**src/rtl/bmt_pkg.sv**
```systemverilog
package bmt_pkg;
  typedef enum logic [2:0] {
    ST_IDLE,
    ST_ADDR,
    ST_DATA,
    ST_LAST,
    ST_MABORT,
    ST_REL
  } bmt_state_e;
endpackage

```
**src/rtl/bmt_lat_timer.sv**
```systemverilog
// Latency timer: loads at burst start, counts down to zero and holds there.
module bmt_lat_timer #(
  parameter int LAT_W = 8
) (
  input  logic             clk,
  input  logic             rst_n,
  input  logic             load,
  input  logic             run,
  input  logic [LAT_W-1:0] load_val,
  output logic             expired
);
  logic [LAT_W-1:0] cnt_q, cnt_d;

  always_comb begin
    cnt_d = cnt_q;
    if (load)
      cnt_d = load_val;
    else if (run && (cnt_q != '0))
      cnt_d = cnt_q - 1'b1;
  end

  always_ff @(posedge clk or negedge rst_n) begin
    if (!rst_n) cnt_q <= '0;
    else        cnt_q <= cnt_d;
  end

  assign expired = (cnt_q == '0);
endmodule

```
**src/rtl/bmt_claim_window.sv**
```systemverilog
// Tracks whether a target has claimed the cycle within WIN data cycles.
module bmt_claim_window #(
  parameter int WIN = 4
) (
  input  logic clk,
  input  logic rst_n,
  input  logic arm,
  input  logic sample,
  input  logic devsel,
  output logic timeout
);
  localparam int CNT_W = $clog2(WIN + 1);

  logic [CNT_W-1:0] cnt_q, cnt_d;
  logic             seen_q, seen_d;
  logic             at_limit;

  assign at_limit = (cnt_q == CNT_W'(WIN));

  always_comb begin
    cnt_d  = cnt_q;
    seen_d = seen_q;
    if (arm) begin
      cnt_d  = CNT_W'(1);
      seen_d = 1'b0;
    end else if (sample && !seen_q) begin
      if (devsel)
        seen_d = 1'b1;
      else if (!at_limit)
        cnt_d = cnt_q + 1'b1;
    end
  end

  always_ff @(posedge clk or negedge rst_n) begin
    if (!rst_n) begin
      cnt_q  <= '0;
      seen_q <= 1'b0;
    end else begin
      cnt_q  <= cnt_d;
      seen_q <= seen_d;
    end
  end

  assign timeout = sample && !seen_q && !devsel && at_limit;
endmodule

```
**src/rtl/bmt_status.sv**
```systemverilog
// Abort status and system-interrupt flags with write-one clear.
module bmt_status (
  input  logic clk,
  input  logic rst_n,
  input  logic set_abort,
  input  logic clr_rma,
  input  logic clr_sint,
  input  logic int_en,
  output logic rma,
  output logic sint,
  output logic inta
);
  logic rma_q, rma_d, sint_q, sint_d;

  always_comb begin
    rma_d  = rma_q;
    sint_d = sint_q;
    if (set_abort)     rma_d = 1'b1;
    else if (clr_rma)  rma_d = 1'b0;
    if (set_abort)     sint_d = 1'b1;
    else if (clr_sint) sint_d = 1'b0;
  end

  always_ff @(posedge clk or negedge rst_n) begin
    if (!rst_n) begin
      rma_q  <= 1'b0;
      sint_q <= 1'b0;
    end else begin
      rma_q  <= rma_d;
      sint_q <= sint_d;
    end
  end

  assign rma  = rma_q;
  assign sint = sint_q;
  assign inta = sint_q && int_en;
endmodule

```
**src/rtl/bus_master_term.sv**
```systemverilog
module bus_master_term
  import bmt_pkg::*;
#(
  parameter int LEN_W = 8,
  parameter int LAT_W = 8,
  parameter int WIN   = 4
) (
  input  logic             clk,
  input  logic             rst_n,
  input  logic             start_req,
  input  logic [LEN_W-1:0] burst_len,
  input  logic [LAT_W-1:0] lat_value,
  input  logic             gnt,
  input  logic             devsel,
  input  logic             trdy,
  input  logic             int_en,
  input  logic             clr_rma,
  input  logic             clr_sint,
  output logic             frame,
  output logic             irdy,
  output logic             bus_release,
  output logic             fatal_err,
  output logic             rma_flag,
  output logic             sint_flag,
  output logic             inta
);
  bmt_state_e       st_q, st_d;
  logic [LEN_W-1:0] rem_q, rem_d;
  logic             launch, in_data, xfer, expired, timeout, abort_go;

  assign launch   = (st_q == ST_IDLE) && start_req && gnt;
  assign in_data  = (st_q == ST_DATA) || (st_q == ST_LAST);
  assign xfer     = in_data && trdy && devsel;
  assign abort_go = in_data && timeout;

  bmt_lat_timer #(.LAT_W(LAT_W)) u_lat (
    .clk      (clk),
    .rst_n    (rst_n),
    .load     (launch),
    .run      (st_q != ST_IDLE),
    .load_val (lat_value),
    .expired  (expired)
  );

  bmt_claim_window #(.WIN(WIN)) u_win (
    .clk     (clk),
    .rst_n   (rst_n),
    .arm     (launch),
    .sample  (in_data),
    .devsel  (devsel),
    .timeout (timeout)
  );

  bmt_status u_stat (
    .clk       (clk),
    .rst_n     (rst_n),
    .set_abort (abort_go),
    .clr_rma   (clr_rma),
    .clr_sint  (clr_sint),
    .int_en    (int_en),
    .rma       (rma_flag),
    .sint      (sint_flag),
    .inta      (inta)
  );

  always_comb begin
    st_d  = st_q;
    rem_d = rem_q;
    unique case (st_q)
      ST_IDLE: begin
        if (launch) begin
          st_d  = ST_ADDR;
          rem_d = burst_len;
        end
      end
      ST_ADDR: st_d = (rem_q <= LEN_W'(1)) ? ST_LAST : ST_DATA;
      ST_DATA: begin
        if (timeout) begin
          st_d = ST_MABORT;
        end else if (xfer) begin
          rem_d = rem_q - 1'b1;
          if ((rem_q <= LEN_W'(2)) || (!gnt && expired))
            st_d = ST_LAST;
        end
      end
      ST_LAST: begin
        if (timeout)   st_d = ST_MABORT;
        else if (xfer) st_d = ST_REL;
      end
      ST_MABORT: st_d = ST_REL;
      ST_REL:    st_d = ST_IDLE;
      default:   st_d = ST_IDLE;
    endcase
  end

  always_ff @(posedge clk or negedge rst_n) begin
    if (!rst_n) begin
      st_q  <= ST_IDLE;
      rem_q <= '0;
    end else begin
      st_q  <= st_d;
      rem_q <= rem_d;
    end
  end

  assign frame       = (st_q == ST_ADDR) || (st_q == ST_DATA);
  assign irdy        = (st_q == ST_DATA) || (st_q == ST_LAST) || (st_q == ST_MABORT);
  assign bus_release = (st_q == ST_REL);
  assign fatal_err   = (st_q == ST_MABORT);
endmodule

```
**config.mk**
```make
export PLATFORM = sky130hd
export DESIGN_NAME = bus_master_term
export DESIGN_NICKNAME = d
export VERILOG_FILES = /design/src/rtl/bmt_pkg.sv /design/src/rtl/bmt_lat_timer.sv /design/src/rtl/bmt_claim_window.sv /design/src/rtl/bmt_status.sv /design/src/rtl/bus_master_term.sv
export SDC_FILE = /design/constraint.sdc
export NUM_CORES = 1
export LEC_CHECK = 0
export ABC_AREA = 1
export BUFFER_PORTS_ARGS = -buffer_cell sky130_fd_sc_hd__buf_2
export CAP_MARGIN = 20
export CORE_MARGIN = 2
export CORE_UTILIZATION = 47
export DETAILED_ROUTE_END_ITERATION = 8
export HOLD_SLACK_MARGIN = 0.06
export PLACE_DENSITY = 0.65
export SLEW_MARGIN = 20
export SYNTH_ARGS = -nofsm -noshare
export SYNTH_HDL_FRONTEND = slang
export SYNTH_SLANG_ARGS = --single-unit
```
**constraint.sdc**
```tcl
create_clock -name clk -period 1.98 [get_ports clk]
set_input_delay 0.396 -clock clk [delete_from_list [all_inputs] [get_ports clk]]
set_output_delay 0.396 -clock clk [all_outputs]
set_load 0.005 [all_outputs]
```
# After elaboration in Yosys (flattened, before gate mapping)
# Index checks and enable logic that the tools add are counted.
classes:
  addsub: 3
  order_cmp: 2
  n_eq_ne: 14
  mux: 25
  reduce_logical: 32
op_table:
  columns: ["cell", "n"]
  rows:
  - ["$mux W8", 5]
  - ["$mux W3", 10]
  - ["$pmux W8 S2", 1]
  - ["$sub A8 B1 Y8 const B", 2]
  - ["$pmux W3 S5", 1]
  - ["$reduce_bool A2 Y1", 6]
  - ["$logic_and A1 B1 Y1", 11]
  - ["$eq A3 B3 Y1 const B", 3]
  - ["$ne A3 B3 Y1 const B", 3]
  - ["$le A8 B1 Y1 const B", 1]
  - ["$le A8 B2 Y1 const B", 1]
  - ["$logic_not A8 Y1", 1]
  - ["$mux W1", 8]
  - ["$ne A2 B2 Y1 const B", 4]
  - ["$reduce_and A4 Y1", 2]
  - ["$reduce_bool A8 Y1", 1]
  - ["$eq A3 B2 Y1 const B", 2]
  - ["$logic_or A1 B1 Y1", 4]
  - ["$add A3 B1 Y3 const B", 1]
  - ["$eq A3 B1 Y1 const B", 1]
  - ["$logic_not A1 Y1", 3]
  - ["$logic_not A3 Y1", 1]
  - ["$reduce_and A3 Y1", 1]
  - ["$reduce_bool A3 Y1", 1]
  - ["2 further kinds", 2]
word_totals:
  regBits: 25
  inputBits: 25
  out_inout_bits: 7
  wordCells: 83

# Logic depth before layout (Yosys ltp)
# Gate-level depths: netlist (run 1).
depth:
  depth_word: 7
  mapped_depth: 11
  mapped_depth_nobuf: 11

# Modules after synthesis
# A second synthesis (run 1) with hierarchy kept.
hier_totals:
  cells_unflattened: 293
  hier_area_um2: 1893.1
modules_own_cells:
  columns: ["mod", "n_inst", "cells_per_inst", "area_per_inst_um2"]
  rows:
  - ["bus_master_term", 1, 152, 945.9]
  - ["bmt_lat_timer", 1, 93, 596.8]
  - ["bmt_claim_window", 1, 37, 266.5]
  - ["bmt_status", 1, 11, 83.8]

# Least setup slack after synthesis (run 1)
# No wires, ideal clock.
synth_path:
  kind: "reg2reg"
  start: "reg u_lat.cnt_q[0]"
  end: "reg u_lat.cnt_q[0]"
  setup_time_ps: 120
  t_arrival_ps: 1268
  t_required_ps: 1860
  path_slack_ps: 592
  stages_incl_launch_ff: 11
  n_path_buf: 1
  synth_period_minus_slack_ps: 1388
  path_cell_list: "dfrtp_1 inv_1 ha_1 nand2_1 nor2_2 nor2_2 nor2_4 inv_4 buf_12 nand2_1 o21ai_2"
synth_between:
  elab_chain_cells: 3
  elab_cells_between_ends: 6
  cone_classes: "add/sub (1); mux (2); reduce/logical (3)"
synth_lines:
  columns: ["item", "line", "text"]
  rows:
  - ["start: declaration", "bmt_lat_timer.sv:12", "logic [LAT_W-1:0] cnt_q, cnt_d;"]
  - ["start signal: assignment", "bmt_lat_timer.sv:24", "else cnt_q <= cnt_d;"]
  - ["$sub A8 B1 Y8 or $reduce_bool A8 Y1 (tied branches)", "bmt_lat_timer.sv:19, bmt_lat_timer.sv:18", null]
  - ["$mux W8 or $logic_and A1 B1 Y1 (tied branches)", "bmt_lat_timer.sv:18", "else if (run && (cnt_q != '0))"]
  - ["$mux W8 or $reduce_bool A2 Y1 (tied branches)", null, null]
# Several ways; a longest one is shown, not always the timed one. The select of a mux whose other input is x is not followed.
# A chain may end at the register's enable or synchronous reset.

# Final worst setup path (run 1)
layout_path:
  start: "reg st_q[2]"
  end: "out frame"
layout_between:
  elab_chain_cells: 2
  elab_cells_between_ends: 3
  cone_classes: "eq/ne (2); reduce/logical (1)"
layout_lines:
  columns: ["item", "line", "text"]
  rows:
  - ["start: declaration", "bus_master_term.sv:27", "bmt_state_e st_q, st_d;"]
  - ["start signal: assignment", "bus_master_term.sv:101", "st_q <= st_d;"]
  - ["$eq A3 B1 Y1 or $eq A3 B2 Y1 (tied branches)", "bus_master_term.sv:106", "assign frame = (st_q == ST_ADDR) || (st_q == ST_DATA);"]
  - ["$logic_or A1 B1 Y1 (*)", "bus_master_term.sv:106", null]
  - ["end: declaration", "bus_master_term.sv:19", "output logic frame,"]
# Mark *: on every way between the ends. The rest lies on a longest branch, timed or not.

==> results.json, run 1 <==
{
  "number_of_buffers_between_clock_root_and_the_deepest_sink": 2,
  "clock_tree.root_cell": "clkbuf_8",
  "yosys_warnings": 0,
  "synth.net_count": 287,
  "htree_levels": 1,
  "dp_hpwl_mm": 2.89,
  "critPathBufInv": 3,
  "totalWireLength_mm": 3.77,
  "cts_hold_buffers": 0,
  "critical_path_peak_fanout": 7,
  "syn-instance-count": 255,
  "worst-slew-pin-transition_ps": 594,
  "die_span_in_y_um": 66.6,
  "finClkSkew_ps": 4.66,
  "number_of_ports_placed_on_the_die_boundary": 32,
  "cpLargestDelayFamily": "flip-flops",
  "timing.final.setup_violations": 0,
  "drt_iter0_drc": 79,
  "tritoncts_num_sinks": 25,
  "start_kind": "flop",
  "cts_inserted_buffers": 3,
  "floorplan.die_area_um2": 4430,
  "rows": 22,
  "cell_area_after_synthesis_um2": 1840,
  "post-cts-setup-buffer-count": 0,
  "power_per_cell_area_nw_per_um2": 1470,
  "grt-ovfl-total": 0,
  "drc_errors": 0,
  "core_area_um2": 3720,
  "final_period_minus_worst_setup_slack_ps": 1750,
  "ir_drop_mv": 0.629,
  "timing.final.crit_share": 0.882,
  "rsz0062_at_grt": "no",
  "cpPeakStageDelay_ps": 420,
  "synth_sequential_area_ratio": 0.340,
  "count_of_tritonroute_iterations_in_the_first_routing_pass": 4,
  "yosys_register_bits": 25,
  "postSynthAreaPerCell_um2": 7.22,
  "grt_pass1_wl_mm": 6.33,
  "gp_congestion": 0.814,
  "maximum_achievable_frequency_mhz": 572,
  "initial_utilization": 0.495,
  "maxCapViolCount": 0,
  "place_inst": 330,
  "cp.arrival_ps": 1350,
  "most_common_cell_after_layout_fill_and_taps_aside": "nand2_1",
  "tns_ps": 0,
  "antenna_violations_before_repair": 0,
  "slew_violations": 0,
  "antenna_cells_inserted": 0,
  "final.setup.worst_slack_ps": 233,
  "worst_skew_pair.late_latency_ps": 270,
  "dr_total_vias": 1643,
  "grt_util_all_layers": 0.185,
  "timing_hold_violations_final": 0,
  "setup_ws_pre_cts_ps": 329,
  "endpoint_kind": "primary output",
  "finish.cell_count_without_fillers": 334,
  "wl_per_cell_um": 11.3,
  "outcome": "complete, no violations",
  "via_count_of_the_first_global_routing_pass": 1507,
  "synth_cell_type_count": 31,
  "worstSetupPathType": "flop to primary output",
  "worst_ep_required_ps": 1580,
  "p_leak_uw": 0.00108,
  "route.detailed.vias_per_inst": 4.92,
  "ant_nets": 0,
  "hold_path.class": "input port to asynchronous set/reset pin",
  "ctsResizeCount": 0,
  "pin_count_of_the_biggest_net_entering_global_routing": 26,
  "tritoncts_clock_tree": "yes",
  "post_route_cells_drive_above_1_share": 0.241,
  "clkSlewWorstSetupHoldPaths_ps": 90,
  "cp_slowest_cell": "dfrtp_1",
  "layout_common_cells": "70 x nand2_1, 33 x inv_1, 31 x buf_2, 25 x nor2_1, 25 x dfrtp_1",
  "critical_path.cell_chain": "inv_2 > nand2_2 > nor2_2 > inv_1 > nand2_1 > buf_2",
  "flow.area_growth_from_synthesis_pct": 11.2,
  "place.port_buffers": 31,
  "num-nets-final": 319,
  "die_width_um": 66.6,
  "slew_headroom": 0.604,
  "hold-worst-slack_ps": 118
}
-- synthesized netlist by cell type, drive strengths merged --
| cell | count | area share |
|---|---|---|
| a211oi | 1 | 0.0041 |
| a21o | 1 | 0.0041 |
| a21oi | 6 | 0.018 |
| buf | 5 | 0.033 |
| dfrtp | 25 | 0.34 |
| ha | 7 | 0.048 |
| inv | 39 | 0.082 |
| nand2 | 73 | 0.16 |
| nand3 | 21 | 0.063 |
| nand3b | 3 | 0.012 |
| nand4 | 3 | 0.010 |
| nor2 | 36 | 0.10 |
| nor3 | 2 | 0.0054 |
| o211ai | 3 | 0.020 |
| o21a | 1 | 0.0041 |
| o21ai | 27 | 0.088 |
| or2 | 1 | 0.0034 |
| xnor2 | 1 | 0.0048 |
-- power by group --
part	switching, uW	internal (uW)
registers	201	737
logic	1110	641
clock network	168	144
total	1480	1520
-- metrics by stage --
stage               utilization  total power [uW]  instance area [um2]
detailed placement        0.539              2710                 2000
global route              0.551              3350                 2050
finish                    0.551              3000                 2050
floorplan                     -              2420                 1840
CTS                       0.551              3040                 2050
global placement          0.539              2670                 2000
-- kinds of logic after synthesis --
kind of cell / Yosys count / share of synthesized area
fa+ha+maj: 7 / 0.0476
xor+xnor: 1 / 0.00476
flops: 25 / 0.340
compound gates: 39 / 0.139
buf+inv: 44 / 0.116
simple gates: 139 / 0.354
-- cell type report --
cell class	instances	area [um2]
flip-flops and latches	25	626
repair buffers	32	163
multi-input cells	186	1000
inverters	39	151
clock buffers	4	45.0
well taps	48	60.1
fillers	387	1670
-- registers in the layout (all words and copies together), names as in the netlist --
register	flops
u_win.cnt_q	3
u_win.seen_q	1
u_stat.rma	1
u_stat.sint	1
rem_q	8
u_lat.cnt_q	8
st_q	3
-- final timing paths --
| path | from | endpoint | slack, ps | depth (start not counted) |
|---|---|---|---|---|
| worst min-delay path | rst_n | rem_q[0] | 120 | 1 |
| max in group asynchronous | rst_n | rem_q[1] | 1470 | 1 |
| worst max register to register | st_q[1] | rem_q[5] | 350 | 8 |
| worst max-delay path | st_q[2] | frame | 230 | 6 |
| min in group clk | clr_sint | u_stat.sint | 300 | 2 |
| worst min register to register | u_lat.cnt_q[5] | u_lat.cnt_q[5] | 520 | 2 |
-- per-layer routing --
layer / vias up / GRT usage / routed length, um
li1: 866 / - / -
met1: 748 / 0.243 / 1760
met2: 24 / 0.315 / 1850
met3: 5 / 0.0203 / 114
met4: 0 / 0.0612 / 48
met5: - / 0 / 0
-- worst register-to-register path: cells and delay by family, from the launching register on --
family	cells	cell delay, ps
AO/OA/AOI/OAI	1	140
flip-flops	1	450
buffers and inverters	2	180
AND/OR/NAND/NOR	5	770
(Power assumes the default switching activity.)
==> run 2: changes to the inputs <==
Settings changed: ABC_AREA 1 to not set.
==> results.json, run 2 <==
{
  "antenna_violations_before_repair": 0,
  "post_synth_arst_share": 1.00,
  "final_period_minus_worst_setup_slack_ps": 1890,
  "floorplan.die_area_um2": 4110,
  "final.setup.worst_slack_ps": 94.2,
  "largest_registers": "rem_q (8), u_lat.cnt_q (8)",
  "timing.final.setup_violations": 0,
  "drt_iter0_drc": 64,
  "ir_drop_mv": 0.657,
  "syn-instance-count": 187,
  "power.share.combinational": 0.544,
  "setup_ws_pre_cts_ps": 116,
  "maxCapViolCount": 0,
  "grt-ovfl-total": 0,
  "timing.final.crit_share": 0.952,
  "dr_total_vias": 1592,
  "slew_violations": 0,
  "endpoint_kind": "flop",
  "cp.arrival_ps": 2100,
  "rsz0062_at_grt": "no",
  "grt_util_all_layers": 0.210,
  "grt_pass1_wl_mm": 6.82,
  "timing_hold_violations_final": 0,
  "clock_tree.root_cell": "clkbuf_4",
  "tns_ps": 0,
  "post_route_cells_drive_above_1_share": 0.247,
  "rows": 21,
  "worst_skew_pair.late_latency_ps": 310,
  "outcome": "complete, no violations",
  "num-nets-final": 256,
  "number_of_buffers_between_clock_root_and_the_deepest_sink": 2,
  "power_per_cell_area_nw_per_um2": 1370,
  "layout_filler_cell_count": 326,
  "worstSetupPathType": "flop to flop",
  "finish.cell_count_without_fillers": 269,
  "antenna_cells_inserted": 0,
  "slew_headroom": 0.526,
  "cell_area_after_synthesis_um2": 1700,
  "maximum_achievable_frequency_mhz": 530,
  "synth.most_common_cell": "dfrtp_1",
  "start_kind": "flop",
  "ant_nets": 0,
  "drc_errors": 0,
  "sequential_share_of_power": 0.370,
  "synthFlopType": "dfrtp_1",
  "switchingPower_uw": 1200,
  "route.detailed.vias_per_inst": 5.92,
  "most_common_library_cells_after_synthesis": "25 x dfrtp_1, 15 x nor2_1, 15 x o21ai_0, 14 x nand2_1, 10 x inv_1",
  "p_leak_uw": 0.000875,
  "cts_inserted_buffers": 3,
  "gp_congestion": 0.885,
  "tritoncts_clock_tree": "yes",
  "number_of_ports_placed_on_the_die_boundary": 32,
  "hold_path.class": "input port to asynchronous set/reset pin",
  "die_width_um": 64.1,
  "core_area_um2": 3420,
  "totalWireLength_mm": 3.99,
  "yosys_warnings": 0,
  "post-synth-top-area-cell": "dfrtp_1",
  "yosys_register_bits": 25,
  "layout_common_cells": "31 x buf_2, 25 x dfrtp_1, 15 x nor2_1, 15 x o21ai_0, 14 x nand2_1",
  "synth.top_cell.area_share": 0.368,
  "tritoncts_num_sinks": 25,
  "pin_count_of_the_biggest_net_entering_global_routing": 26,
  "flow.area_growth_from_synthesis_pct": 15.2,
  "place_inst": 264,
  "finClkSkew_ps": 1.85,
  "clkSlewWorstSetupHoldPaths_ps": 140,
  "netlist_top_cells_area": "dfrtp_1 37%, ha_1 5.2%, o21ai_0 4.4%",
  "critical_path_peak_fanout": 6,
  "power.internal_uw": 1480,
  "place.port_buffers": 31,
  "count_of_tritonroute_iterations_in_the_first_routing_pass": 4,
  "cts_hold_buffers": 0,
  "switching_share": 0.447,
  "synth_edf_count": 0,
  "synth.net_count": 219,
  "die_span_in_y_um": 64.1,
  "worst-slew-pin-transition_ps": 711,
  "synth_cell_type_count": 50,
  "via_count_of_the_first_global_routing_pass": 1481,
  "share_clk_of_total_power": 0.086,
  "synth_sequential_area_ratio": 0.368,
  "worst_ep_required_ps": 2190,
  "postSynthAreaPerCell_um2": 9.09,
  "most_common_cell_after_layout_fill_and_taps_aside": "buf_2",
  "dp_hpwl_mm": 3.03,
  "wl_per_cell_um": 14.8,
  "htree_levels": 1,
  "initial_utilization": 0.497
}
run 2: changes by cell type in the layout (fill, tap and decap cells not counted), moves of 7 or more:
cell       previous run  this run
o2bb2ai_1             0         7
buf_4                 1         9
o211ai_1              0         8
inv_1                33        10
nand3_1              19         7
nand2_1              70        14
nor2_1               25        15
o21ai_2               7         0
nor2_2                8         0
run 2: through the flow:
step / total power (uW) / hold WS [ps] / instance area, um2 / utilization
after floorplan: 2040 / 100 / 1700 / -
after global placement: 2380 / 422 / 1920 / 0.562
after detailed placement: 2430 / 426 / 1920 / 0.562
after CTS: 2660 / 67.8 / 1950 / 0.570
after global routing: 2940 / 67.3 / 1960 / 0.573
final: 2690 / 57.0 / 1960 / 0.573
run 2: repair_timing:
item / in CTS / in global routing
gates resized for setup: 0 / 1
setup endpoints to repair: 0 / 2
setup buffers: 0 / 1
run 2: worst paths after layout:
check                               start              to  slack (ps)  cells after the start
min                                 rst_n  u_lat.cnt_q[2]          60                      1
min in group clk                 clr_sint     u_stat.sint         260                      2
min reg2reg                   u_stat.sint     u_stat.sint         550                      2
max in group asynchronous           rst_n        rem_q[0]        1550                      1
max reg2reg                u_lat.cnt_q[0]         st_q[1]          90                      6
max                        u_lat.cnt_q[0]         st_q[1]          90                      6
run 2: logic make-up after synthesis:
kind of cell    count (synthesis)  synth area share
simple gates                   69             0.232
xor+xnor                        3            0.0155
compound gates                 62             0.262
flops                          25             0.368
mux                             3            0.0177
fa+ha+maj                       7            0.0515
buf+inv                        18            0.0530
run 2: cell type report:
cell class | instances | area [um2] | area share
Clock buffer | 4 | 26.3 | 0.0134
Inverter | 10 | 37.5 | 0.0192
Multi-Input combinational cell | 144 | 988 | 0.505
Sequential cell | 25 | 626 | 0.319
Tap cell | 46 | 57.6 | 0.0294
Timing Repair Buffer | 40 | 223 | 0.114
run 2: worst max-delay path: stages (launching register included):
cell	delay [ps]
dfrtp_1	450
inv_1	140
ha_1	160
nor4b_4	210
a311oi_1	130
a221o_1	340
a221o_1	360
run 2: routing by layer:
layer  global-route usage  vias up  wire length (um)
met5                    0        -                 0
met4               0.0532        0                27
met3               0.0264        4               196
met2                0.346       49              1880
met1                0.292      774              1890
li1                     -      765                 -
run 2: power groups by stage:
stage / Clock [uW] / Combinational [uW] / Sequential, uW
2_1_floorplan: 0 / 1130 / 913
3_3_place_gp: 0 / 1390 / 993
3_5_place_dp: 0 / 1430 / 999
4_1_cts: 240 / 1440 / 989
5_1_grt: 278 / 1640 / 1030
6_report: 231 / 1460 / 995
